### src/rtl/cdtimer_pkg.sv
package cdtimer_pkg;

    localparam int DW        = 32;
    localparam int CNT_W     = 2 * DW;
    localparam int PSEL_W    = 3;
    localparam int PDIV_W    = (1 << PSEL_W) - 1;
    localparam int STOP_LAT  = 2;
    localparam int STOP_W    = $clog2(STOP_LAT + 1);

    localparam int OFF_IE     = 'h00;
    localparam int OFF_ST     = 'h04;
    localparam int CH_BASE    = 'h10;
    localparam int CH_SHIFT   = 5;

    localparam logic [CH_SHIFT-1:0] SUB_CTRL   = 5'h00;
    localparam logic [CH_SHIFT-1:0] SUB_IVL_LO = 5'h04;
    localparam logic [CH_SHIFT-1:0] SUB_IVL_HI = 5'h08;
    localparam logic [CH_SHIFT-1:0] SUB_CNT_LO = 5'h0C;
    localparam logic [CH_SHIFT-1:0] SUB_CNT_HI = 5'h10;

    typedef struct packed {
        logic              oneshot;
        logic [PSEL_W-1:0] psel;
        logic [1:0]        rsvd;
        logic              reload;
        logic              run;
    } ctrl_t;

    typedef enum logic [2:0] {
        SEL_NONE,
        SEL_IE,
        SEL_ST,
        SEL_CTRL,
        SEL_IVL_LO,
        SEL_IVL_HI,
        SEL_CNT_LO,
        SEL_CNT_HI
    } reg_sel_e;

    function automatic ctrl_t ctrl_from_word(input logic [DW-1:0] w);
        ctrl_t c;
        c      = ctrl_t'(w[7:0]);
        c.rsvd = '0;
        return c;
    endfunction

    function automatic logic tick_due(input logic [PDIV_W-1:0] pre,
                                      input logic [PSEL_W-1:0] psel);
        logic [PDIV_W-1:0] mask;
        mask = PDIV_W'((1 << psel) - 1);
        return ((pre | ~mask) == '1);
    endfunction

endpackage

### src/rtl/cdtimer_regdec.sv
module cdtimer_regdec
    import cdtimer_pkg::*;
#(
    parameter int NUM_CH   = 2,
    parameter int ADDR_W   = 8,
    parameter int CH_IDX_W = 1
) (
    input  logic [ADDR_W-1:0]   addr,
    output reg_sel_e            sel,
    output logic [CH_IDX_W-1:0] ch
);

    logic [ADDR_W-1:0] rel;
    logic [ADDR_W-1:0] idx;

    always_comb begin
        sel = SEL_NONE;
        ch  = '0;
        rel = addr - ADDR_W'(CH_BASE);
        idx = rel >> CH_SHIFT;
        if (addr[1:0] == 2'b00) begin
            if (addr == ADDR_W'(OFF_IE)) begin
                sel = SEL_IE;
            end else if (addr == ADDR_W'(OFF_ST)) begin
                sel = SEL_ST;
            end else if (addr >= ADDR_W'(CH_BASE) && idx < ADDR_W'(NUM_CH)) begin
                ch = idx[CH_IDX_W-1:0];
                case (rel[CH_SHIFT-1:0])
                    SUB_CTRL:   sel = SEL_CTRL;
                    SUB_IVL_LO: sel = SEL_IVL_LO;
                    SUB_IVL_HI: sel = SEL_IVL_HI;
                    SUB_CNT_LO: sel = SEL_CNT_LO;
                    SUB_CNT_HI: sel = SEL_CNT_HI;
                    default:    sel = SEL_NONE;
                endcase
            end
        end
    end

endmodule

### src/rtl/cdtimer_channel.sv
module cdtimer_channel
    import cdtimer_pkg::*;
(
    input  logic             clk,
    input  logic             rst,
    input  logic             ctrl_we,
    input  logic             ivl_lo_we,
    input  logic             ivl_hi_we,
    input  logic [DW-1:0]    wdata,
    output ctrl_t            ctrl_o,
    output logic [CNT_W-1:0] ivl_o,
    output logic [CNT_W-1:0] count_o,
    output logic             hit_o
);

    ctrl_t             cfg;
    logic [CNT_W-1:0]  ivl;
    logic [CNT_W-1:0]  cnt;
    logic [PDIV_W-1:0] pre_cnt;
    logic [STOP_W-1:0] stop_cnt;
    logic              live;
    logic              tick;

    assign live  = cfg.run || (stop_cnt != '0);
    assign tick  = live && !cfg.reload && tick_due(pre_cnt, cfg.psel);
    assign hit_o = tick && (cnt == CNT_W'(1));

    always_ff @(posedge clk) begin
        if (rst) begin
            cfg      <= '0;
            ivl      <= '0;
            cnt      <= '0;
            pre_cnt  <= '0;
            stop_cnt <= '0;
        end else begin
            if (ivl_lo_we) ivl[DW-1:0]     <= wdata;
            if (ivl_hi_we) ivl[CNT_W-1:DW] <= wdata;

            if (stop_cnt != '0) stop_cnt <= stop_cnt - 1'b1;

            if (cfg.reload) begin
                cnt        <= ivl;
                cfg.reload <= 1'b0;
                pre_cnt    <= '0;
            end else if (live) begin
                pre_cnt <= pre_cnt + 1'b1;
            end

            if (tick) begin
                if (cnt <= CNT_W'(1)) begin
                    if (cfg.oneshot) begin
                        cnt     <= '0;
                        cfg.run <= 1'b0;
                    end else begin
                        cnt <= ivl;
                    end
                end else begin
                    cnt <= cnt - 1'b1;
                end
            end

            if (ctrl_we) begin
                if (cfg.run && !wdata[0]) stop_cnt <= STOP_W'(STOP_LAT);
                cfg     <= ctrl_from_word(wdata);
                pre_cnt <= '0;
            end
        end
    end

    assign ctrl_o  = cfg;
    assign ivl_o   = ivl;
    assign count_o = cnt;


    reload_load_chk: assert property (@(posedge clk) disable iff (rst)
        (cfg.reload && !ctrl_we) |=> (cnt == $past(ivl)));


    periodic_refill_chk: assert property (@(posedge clk) disable iff (rst)
        (hit_o && !cfg.oneshot) |=> (cnt == $past(ivl)));


    oneshot_park_chk: assert property (@(posedge clk) disable iff (rst)
        (hit_o && cfg.oneshot && !ctrl_we) |=> (cnt == '0 && !cfg.run));


    halted_hold_chk: assert property (@(posedge clk) disable iff (rst)
        (!live && !cfg.reload && !ctrl_we) |=> $stable(cnt));

endmodule

### src/rtl/cdtimer.sv
module cdtimer
    import cdtimer_pkg::*;
#(
    parameter int NUM_CH = 2,
    parameter int ADDR_W = 8
) (
    input  logic              clk,
    input  logic              rst,
    input  logic              wr_en,
    input  logic [ADDR_W-1:0] addr,
    input  logic [DW-1:0]     wdata,
    output logic [DW-1:0]     rdata,
    output logic              irq
);

    localparam int CH_IDX_W = (NUM_CH > 1) ? $clog2(NUM_CH) : 1;

    reg_sel_e            sel;
    logic [CH_IDX_W-1:0] ch;
    logic [NUM_CH-1:0]   ie_q;
    logic [NUM_CH-1:0]   st_q;
    logic [NUM_CH-1:0]   hit;
    ctrl_t               ctrl_a [NUM_CH];
    logic [CNT_W-1:0]    ivl_a  [NUM_CH];
    logic [CNT_W-1:0]    cnt_a  [NUM_CH];
    logic                wr_st;

    cdtimer_regdec #(
        .NUM_CH  (NUM_CH),
        .ADDR_W  (ADDR_W),
        .CH_IDX_W(CH_IDX_W)
    ) u_dec (
        .addr(addr),
        .sel (sel),
        .ch  (ch)
    );

    generate
        for (genvar i = 0; i < NUM_CH; i++) begin : g_ch
            logic here;
            assign here = wr_en && (ch == CH_IDX_W'(i));

            cdtimer_channel u_chan (
                .clk      (clk),
                .rst      (rst),
                .ctrl_we  (here && sel == SEL_CTRL),
                .ivl_lo_we(here && sel == SEL_IVL_LO),
                .ivl_hi_we(here && sel == SEL_IVL_HI),
                .wdata    (wdata),
                .ctrl_o   (ctrl_a[i]),
                .ivl_o    (ivl_a[i]),
                .count_o  (cnt_a[i]),
                .hit_o    (hit[i])
            );


            status_clear_chk: assert property (@(posedge clk) disable iff (rst)
                (wr_st && wdata[i] && !hit[i]) |=> !st_q[i]);


            status_source_chk: assert property (@(posedge clk) disable iff (rst)
                $rose(st_q[i]) |-> $past(hit[i]));
        end
    endgenerate

    assign wr_st = wr_en && (sel == SEL_ST);

    always_ff @(posedge clk) begin
        if (rst) begin
            ie_q <= '0;
            st_q <= '0;
        end else begin
            if (wr_en && sel == SEL_IE) ie_q <= wdata[NUM_CH-1:0];
            st_q <= (st_q & ~(wr_st ? wdata[NUM_CH-1:0] : '0)) | hit;
        end
    end

    always_comb begin
        case (sel)
            SEL_IE:     rdata = DW'(ie_q);
            SEL_ST:     rdata = DW'(st_q);
            SEL_CTRL:   rdata = DW'(ctrl_a[ch]);
            SEL_IVL_LO: rdata = ivl_a[ch][DW-1:0];
            SEL_IVL_HI: rdata = ivl_a[ch][CNT_W-1:DW];
            SEL_CNT_LO: rdata = cnt_a[ch][DW-1:0];
            SEL_CNT_HI: rdata = cnt_a[ch][CNT_W-1:DW];
            default:    rdata = '0;
        endcase
    end

    assign irq = |(st_q & ie_q);

endmodule

### config.mk
export PLATFORM = sky130hd
export DESIGN_NAME = cdtimer
export DESIGN_NICKNAME = d
export VERILOG_FILES = /design/src/rtl/cdtimer_pkg.sv /design/src/rtl/cdtimer_regdec.sv /design/src/rtl/cdtimer_channel.sv /design/src/rtl/cdtimer.sv
export SDC_FILE = /design/constraint.sdc
export NUM_CORES = 1
export LEC_CHECK = 0
export ABC_CLOCK_PERIOD_IN_PS = 3700
export BUFFER_PORTS_ARGS = -buffer_cell sky130_fd_sc_hd__buf_4
export CORE_MARGIN = 3
export CORE_UTILIZATION = 41
export CTS_CLUSTER_DIAMETER = 80
export DETAILED_ROUTE_END_ITERATION = 10
export PLACE_DENSITY_LB_ADDON = 0.08
export SLEW_MARGIN = 20
export SYNTH_ARGS = -nofsm -noshare
export SYNTH_HDL_FRONTEND = slang
export SYNTH_SLANG_ARGS = --single-unit
export TNS_END_PERCENT = 30
### constraint.sdc
create_clock -name clk -period 3.7 [get_ports clk]
set_input_delay 0.37 -clock clk [delete_from_list [all_inputs] [get_ports clk]]
set_output_delay 0.37 -clock clk [all_outputs]
set_load 0.03 [all_outputs]
==> out/results.ini, run 1 <==
[route]
drtAntennaViolNets = 0
vias = 18300
dr.pass1.iters = 6
wl_per_cell_um = 26.6
wl_um = 76500
drc_errors = 0
drtIter0Drc = 2325
via_per_inst = 6.35

[synthesis]
yosysWarnings = 0
avgSynthCellArea_um2 = 7.23
synthesis.instances = 2278
synth-seq-cells = 290
ys_seq_area_share_pct = 35.2
synth-edff-count = 0
ys.flop_type = dfxtp_1
yosysUniqueCellTypes = 79
synth_fp_nets = 2329
synth_area_mm2 = 0.0165
async_reset_ff_share_pct = 0

[final_layout]
area_delta_synth_final_pct = 17.1
final_nets = 2383
fillers = 4023
drive_gt1_share_pct = 12.5
multi_input_area_mm2 = 0.00990
final_cell_mix = 522 x nand2_1, 290 x dfxtp_1, 282 x a21oi_1, 181 x buf_4, 161 x nor2_1
seq_area_mm2 = 0.00581
n_antenna_cell = 0
final_common_cell = nand2_1

[global_routing]
track_usage_pct = 35.2
grt_antenna_before_repair = 0
grt-ovfl-total = 0
grt_max_degree = 75
grt_pass1_vias = 17100
grt_pass1_wl_um = 112000

[place]
place_ws_ns = 0.200
port_buffers = 75
hpwl_um = 56700
gp_congestion = 0.995

[die]
die_h_um = 206
start_util_pct = 42.0
pin_count = 76
rows = 72
dieArea_mm2 = 0.0426
die_w_um = 206
core_mm2 = 0.0392

[pwr]
p_per_area_mw_per_mm2 = 377
switching_share_pct = 22.6
p_sw_w = 0.00164
comb_power_share_pct = 3.4
power_frac_clock_pct = 53.7
p_int_w = 0.00564
p_leak_nw = 7.31
p_seq_share_pct = 42.9
power_w = 0.00728
vdd_drop_max_mv = 0.316

[critical_path]
crit_fanout = 74
crit_chain = buf_4, inv_1, ha_1, or2_2, o21ai_0, a21oi_1, or4_4, buf_12, nand2_1, a21oi_1, or4_1, buf_4
startpoint_type = input port
r2r_end = g_ch[0].u_chan.count_o[40]$_SDFFE_PP0P_
slowest_stage = or4_1
end_kind = primary output
ff2ff_path_depth = 8
rrSetupSlack_ns = 0.21
cp.required_ns = 3.33
crit_start = addr[4]
slowest_delay_ns = 0.62
cp-endpoint = rdata[28]
r2r-start = g_ch[0].u_chan.count_o[58]$_SDFFE_PP0P_
critPathKind = in2out
arrival_ns = 3.17

[clock_tree]
hold_buffers = 0
clockRootBuffer = clkbuf_16
path_clk_slew_ns = 0.06
clockBufferDepth = 3
cts_setup_buffers = 0
clk_latency_ns = 0.55
htree_levels = 2
cts_tree = yes
cts_made_buffers = 36
cts.sinks = 290
ctsResizeCount = 0

[sta]
timing.fmax_mhz = 283
skew_ns = 0.0208
holdWs_ns = 0.0998
finalSetupTns_ns = 0
hold_violations = 0
finalCritPeriodShare_pct = 95.6
setup_viol = 0
fin_crit_ns = 3.54
worstMarginPinSlew_ns = 0.959
slew_headroom_pct = 35.8
layout_setup_ws_ns = 0.162
maxSlewViolCount = 0
rsz0062_at_grt = false

[outcome]
status = finished clean

[run]
max-cap-violations = 0

[worst_hold_path]
hold_class = in2reg

==> cells by family (layout without fill, tap and decap cells) <==
group                      count (synthesis)  in the layout  synth area share [%]
and+or+nand+nor                         1093           1093                  31.1
AOI/OAI and AO/OA                        581            581                  21.9
DFF                                      290            290                  35.2
buffers and inverters                    203            283                  4.97
muxes                                     75             75                  4.69
xor gates and xnor gates                  28             28                  1.49
adders and majority gates                  8              8                 0.608
==> synthesized netlist by cell type (11+ instances only) <==
cell type	number	share of area [%]
nor3b_1	13	0.59
a21oi_1	283	8.6
nand3_1	45	1.4
nor4_1	55	2.1
or3_1	36	1.4
inv_1	29	0.66
or4_1	59	2.7
o31ai_1	16	0.73
a221o_1	17	1.0
xor2_1	17	0.90
mux2i_1	67	4.1
nand2_1	522	12
a32oi_1	21	1.1
clkbuf_1	138	3.1
nand4_1	23	0.87
nor2_1	164	3.7
o21ai_0	75	2.3
a211oi_1	13	0.59
nor3_1	99	3.0
o211ai_1	13	0.59
xnor2_1	11	0.58
a22oi_1	17	0.77
buf_2	21	0.64
o22ai_1	15	0.57
dfxtp_1	290	35
and3_1	13	0.49
a31oi_1	23	0.87
==> state kept, by name, indices dropped and copies added, names as in the netlist <==
signal,flops
g_ch.u_chan.pre_cnt,14
g_ch.u_chan.ctrl_o,12
ie_q,2
g_ch.u_chan.count_o,128
st_q,2
g_ch.u_chan.ivl_o,128
g_ch.u_chan.stop_cnt,4
==> routing by layer <==
| layer | track usage (%) | routed length, µm | vias up |
|---|---|---|---|
| met2 | 56.8 | 34800 | 977 |
| met5 | 0 | 0 | - |
| li1 | - | - | 8329 |
| met3 | 5.86 | 5930 | 199 |
| met1 | 45.3 | 31000 | 8751 |
| met4 | 18.5 | 4750 | 0 |
==> through the flow <==
stage          cells  utilization (%)  cell area, µm²
2_1_floorplan   2278                -           16500
3_3_place_gp    2812             45.9           18000
3_5_place_dp    2812             45.9           18000
4_1_cts         2876             49.2           19300
5_1_grt         2876             49.2           19300
6_report        2876             49.2           19300
==> power groups by stage <==
stage	clock network (W)	logic, W	registers, W
after detailed placement	0	0.000242	0.00320
after global placement	0	0.000242	0.00320
after global routing	0.00408	0.000257	0.00313
after CTS	0.00394	0.000243	0.00313
after floorplan	0	0.000111	0.00319
final	0.00391	0.000247	0.00313
==> cell type report <==
class                      count  area share, %
clock buffer                  50           5.57
tap                          518           3.36
sequential                   290           30.1
clock inverter                14           1.16
inverter                      29          0.564
multi-input combinational   1785           51.3
timing repair buffer         190           7.94
==> critical path: cells and delay by family <==
family / cells / cell delay [ns]
AOI/OAI and AO/OA: 3 / 0.34
buffers and inverters: 4 / 0.64
adders and majority gates: 1 / 0.25
and+or+nand+nor: 4 / 1.52
==> worst min-delay path by stage <==
stage	startpoint	to	slack, ns	cells after the start
floorplan	g_ch[0].u_chan.ivl_o[62]$_SDFFE_PP0P_	g_ch[0].u_chan.ivl_o[62]$_SDFFE_PP0P_	0.44	2
global route	wdata[23]	g_ch[0].u_chan.ivl_o[55]$_SDFFE_PP0P_	0.09	3
detailed placement	g_ch[1].u_chan.ivl_o[22]$_SDFFE_PP0P_	g_ch[1].u_chan.ivl_o[22]$_SDFFE_PP0P_	0.46	2
finish	wdata[14]	g_ch[1].u_chan.ivl_o[46]$_SDFFE_PP0P_	0.1	3
CTS	wdata[14]	g_ch[1].u_chan.ivl_o[46]$_SDFFE_PP0P_	0.08	3
global placement	g_ch[0].u_chan.stop_cnt[1]$_SDFF_PP0_	g_ch[0].u_chan.stop_cnt[1]$_SDFF_PP0_	0.45	2
Power figures use the tool's default switching activity.
==> run 2, diff against run 1 <==
Settings changed: ABC_CLOCK_PERIOD_IN_PS 3700 to 2900.
Clock period 3.7 ns to 2.9 ns, I/O delays scaled along.
==> out/results.ini, run 2 (synthesis gave the netlist of run 1 again) <==
[route]
drtIter0Drc = 2422
wl_per_cell_um = 26.2
drtAntennaViolNets = 0
drc_errors = 0
wl_um = 80800
dr.pass1.iters = 5
via_per_inst = 6.28
vias = 19400

[clock_tree]
clockBufferDepth = 3
htree_levels = 2
cts_made_buffers = 35
cts_tree = yes
cts.sinks = 290
clockRootBuffer = clkbuf_16
clk_latency_ns = 0.55
path_clk_slew_ns = 0.06

[critical_path]
crit_chain = buf_8, buf_6, or3b_4, nor2_4, a21oi_2, or4_4, buf_12, buf_8, buf_6, nand2_1, a21oi_1, or4_4, buf_6
crit_fanout = 11
cp.required_ns = 2.61
r2r-start = g_ch[1].u_chan.count_o[56]$_SDFFE_PP0P_
slowest_delay_ns = 0.55
arrival_ns = 2.82
critPathMostFrequentCell = buf_6
slowest_stage = or4_4
end_kind = primary output
critPathKind = in2out
crit_start = addr[5]
startpoint_type = input port
rrSetupSlack_ns = -0.14

[worst_hold_path]
hold_class = in2reg
hold_start = wdata[14]

[final_layout]
final_nets = 2600
final_common_cell = nand2_1
fin_util_pct = 57.4
final_cell_mix = 492 x nand2_1, 298 x buf_4, 288 x dfxtp_1, 264 x a21oi_1, 156 x nor2_1
area_delta_synth_final_pct = 36.5
drive_gt1_share_pct = 25.3
fin_area_mm2 = 0.0225

[global_routing]
grt_antenna_before_repair = 2
grt-ovfl-total = 0
grt_pass1_wl_um = 117000
track_usage_pct = 36.8
grt_pass1_vias = 18300
grt_max_degree = 135

[place]
port_buffers = 75
gp_congestion = 0.997
place_area_mm2 = 0.0198
hpwl_um = 58500
place_ws_ns = -0.205

[sta]
rsz0062_at_grt = true
skew_ns = 0.0139
setup_viol = 76
worstMarginPinSlew_ns = 0.782
maxSlewViolCount = 0
layout_setup_ws_ns = -0.209
fin_crit_ns = 3.11
finalSetupTns_ns = -6.96
slew_headroom_pct = 47.7
finalCritPeriodShare_pct = 107
timing.fmax_mhz = 322
hold_violations = 0

[pwr]
comb_power_share_pct = 4.6
p_int_w = 0.00683
p_sw_w = 0.00208
p_per_area_mw_per_mm2 = 396
p_seq_share_pct = 44.8
vdd_drop_max_mv = 0.481
power_frac_clock_pct = 50.6
p_leak_nw = 8.68
power_w = 0.00891
switching_share_pct = 23.4

[outcome]
status = finished, violations left
violations = setup timing

[die]
die_h_um = 206
start_util_pct = 42.0
dieArea_mm2 = 0.0426
pin_count = 76
core_mm2 = 0.0392
rows = 72
die_w_um = 206

[run]
max-cap-violations = 0

-- run 2: repair_timing --
action | in CTS | in global routing
gates cloned | 12 | 6
hold buffers | 0 | 0
buffers inserted | 17 | 14
pin swaps | 38 | 56
endpoints found under the setup margin | 134 | 151
gates resized for setup | 132 | 117
-- run 2: layout make-up --
cell class	instances	area (µm²)
Sequential cell	290	5810
Multi-Input combinational cell	1785	10700
Inverter	29	116
Antenna cell	1	2.50
Timing Repair Buffer	408	4080
Clock inverter	12	145
Fill cell	3726	16700
Tap cell	518	648
Clock buffer	47	1000
-- run 2: power groups by stage --
stage          combinational, W  clock [W]  sequential (W)
3_3_place_gp           0.000334          0         0.00408
5_1_grt                0.000422    0.00470         0.00399
6_report               0.000409    0.00451         0.00399
3_5_place_dp           0.000333          0         0.00408
4_1_cts                0.000374    0.00455         0.00399
2_1_floorplan          0.000149          0         0.00408
-- run 2: layer usage --
metal | wire [µm] | track usage, % | part of all wire, % | vias up
met5 | 104 | 0 | 0.13 | -
met3 | 7270 | 4.50 | 9.0 | 225
met2 | 36400 | 58.9 | 45 | 1117
met4 | 5220 | 20.1 | 6.5 | 4
met1 | 31900 | 48.3 | 39 | 9267
li1 | - | - | - | 8783
-- run 2: critical path, delay by kind of cell --
| kind | cells | cell delay, ns |
|---|---|---|
| and+or+nand+nor | 5 | 1.60 |
| buffers and inverters | 6 | 0.80 |
| AOI/OAI and AO/OA | 2 | 0.12 |
-- run 2: path summary, 6_finish.rpt --
path | endpoint | cells past startpoint
setup / recovery | rdata[3] | 13
hold / removal | g_ch[1].u_chan.ivl_o[14]$_SDFFE_PP0P_ | 3
setup reg to reg | g_ch[1].u_chan.count_o[60]$_SDFFE_PP0P_ | 11
hold reg to reg | g_ch[1].u_chan.ivl_o[22]$_SDFFE_PP0P_ | 2
-- run 2: metrics by stage --
stage               hold WS (ns)  std cells
floorplan                  0.426       2278
global placement           0.453       2984
detailed placement         0.467       2984
CTS                      0.00813       3072
global route              0.0320       3089
finish                    0.0268       3090
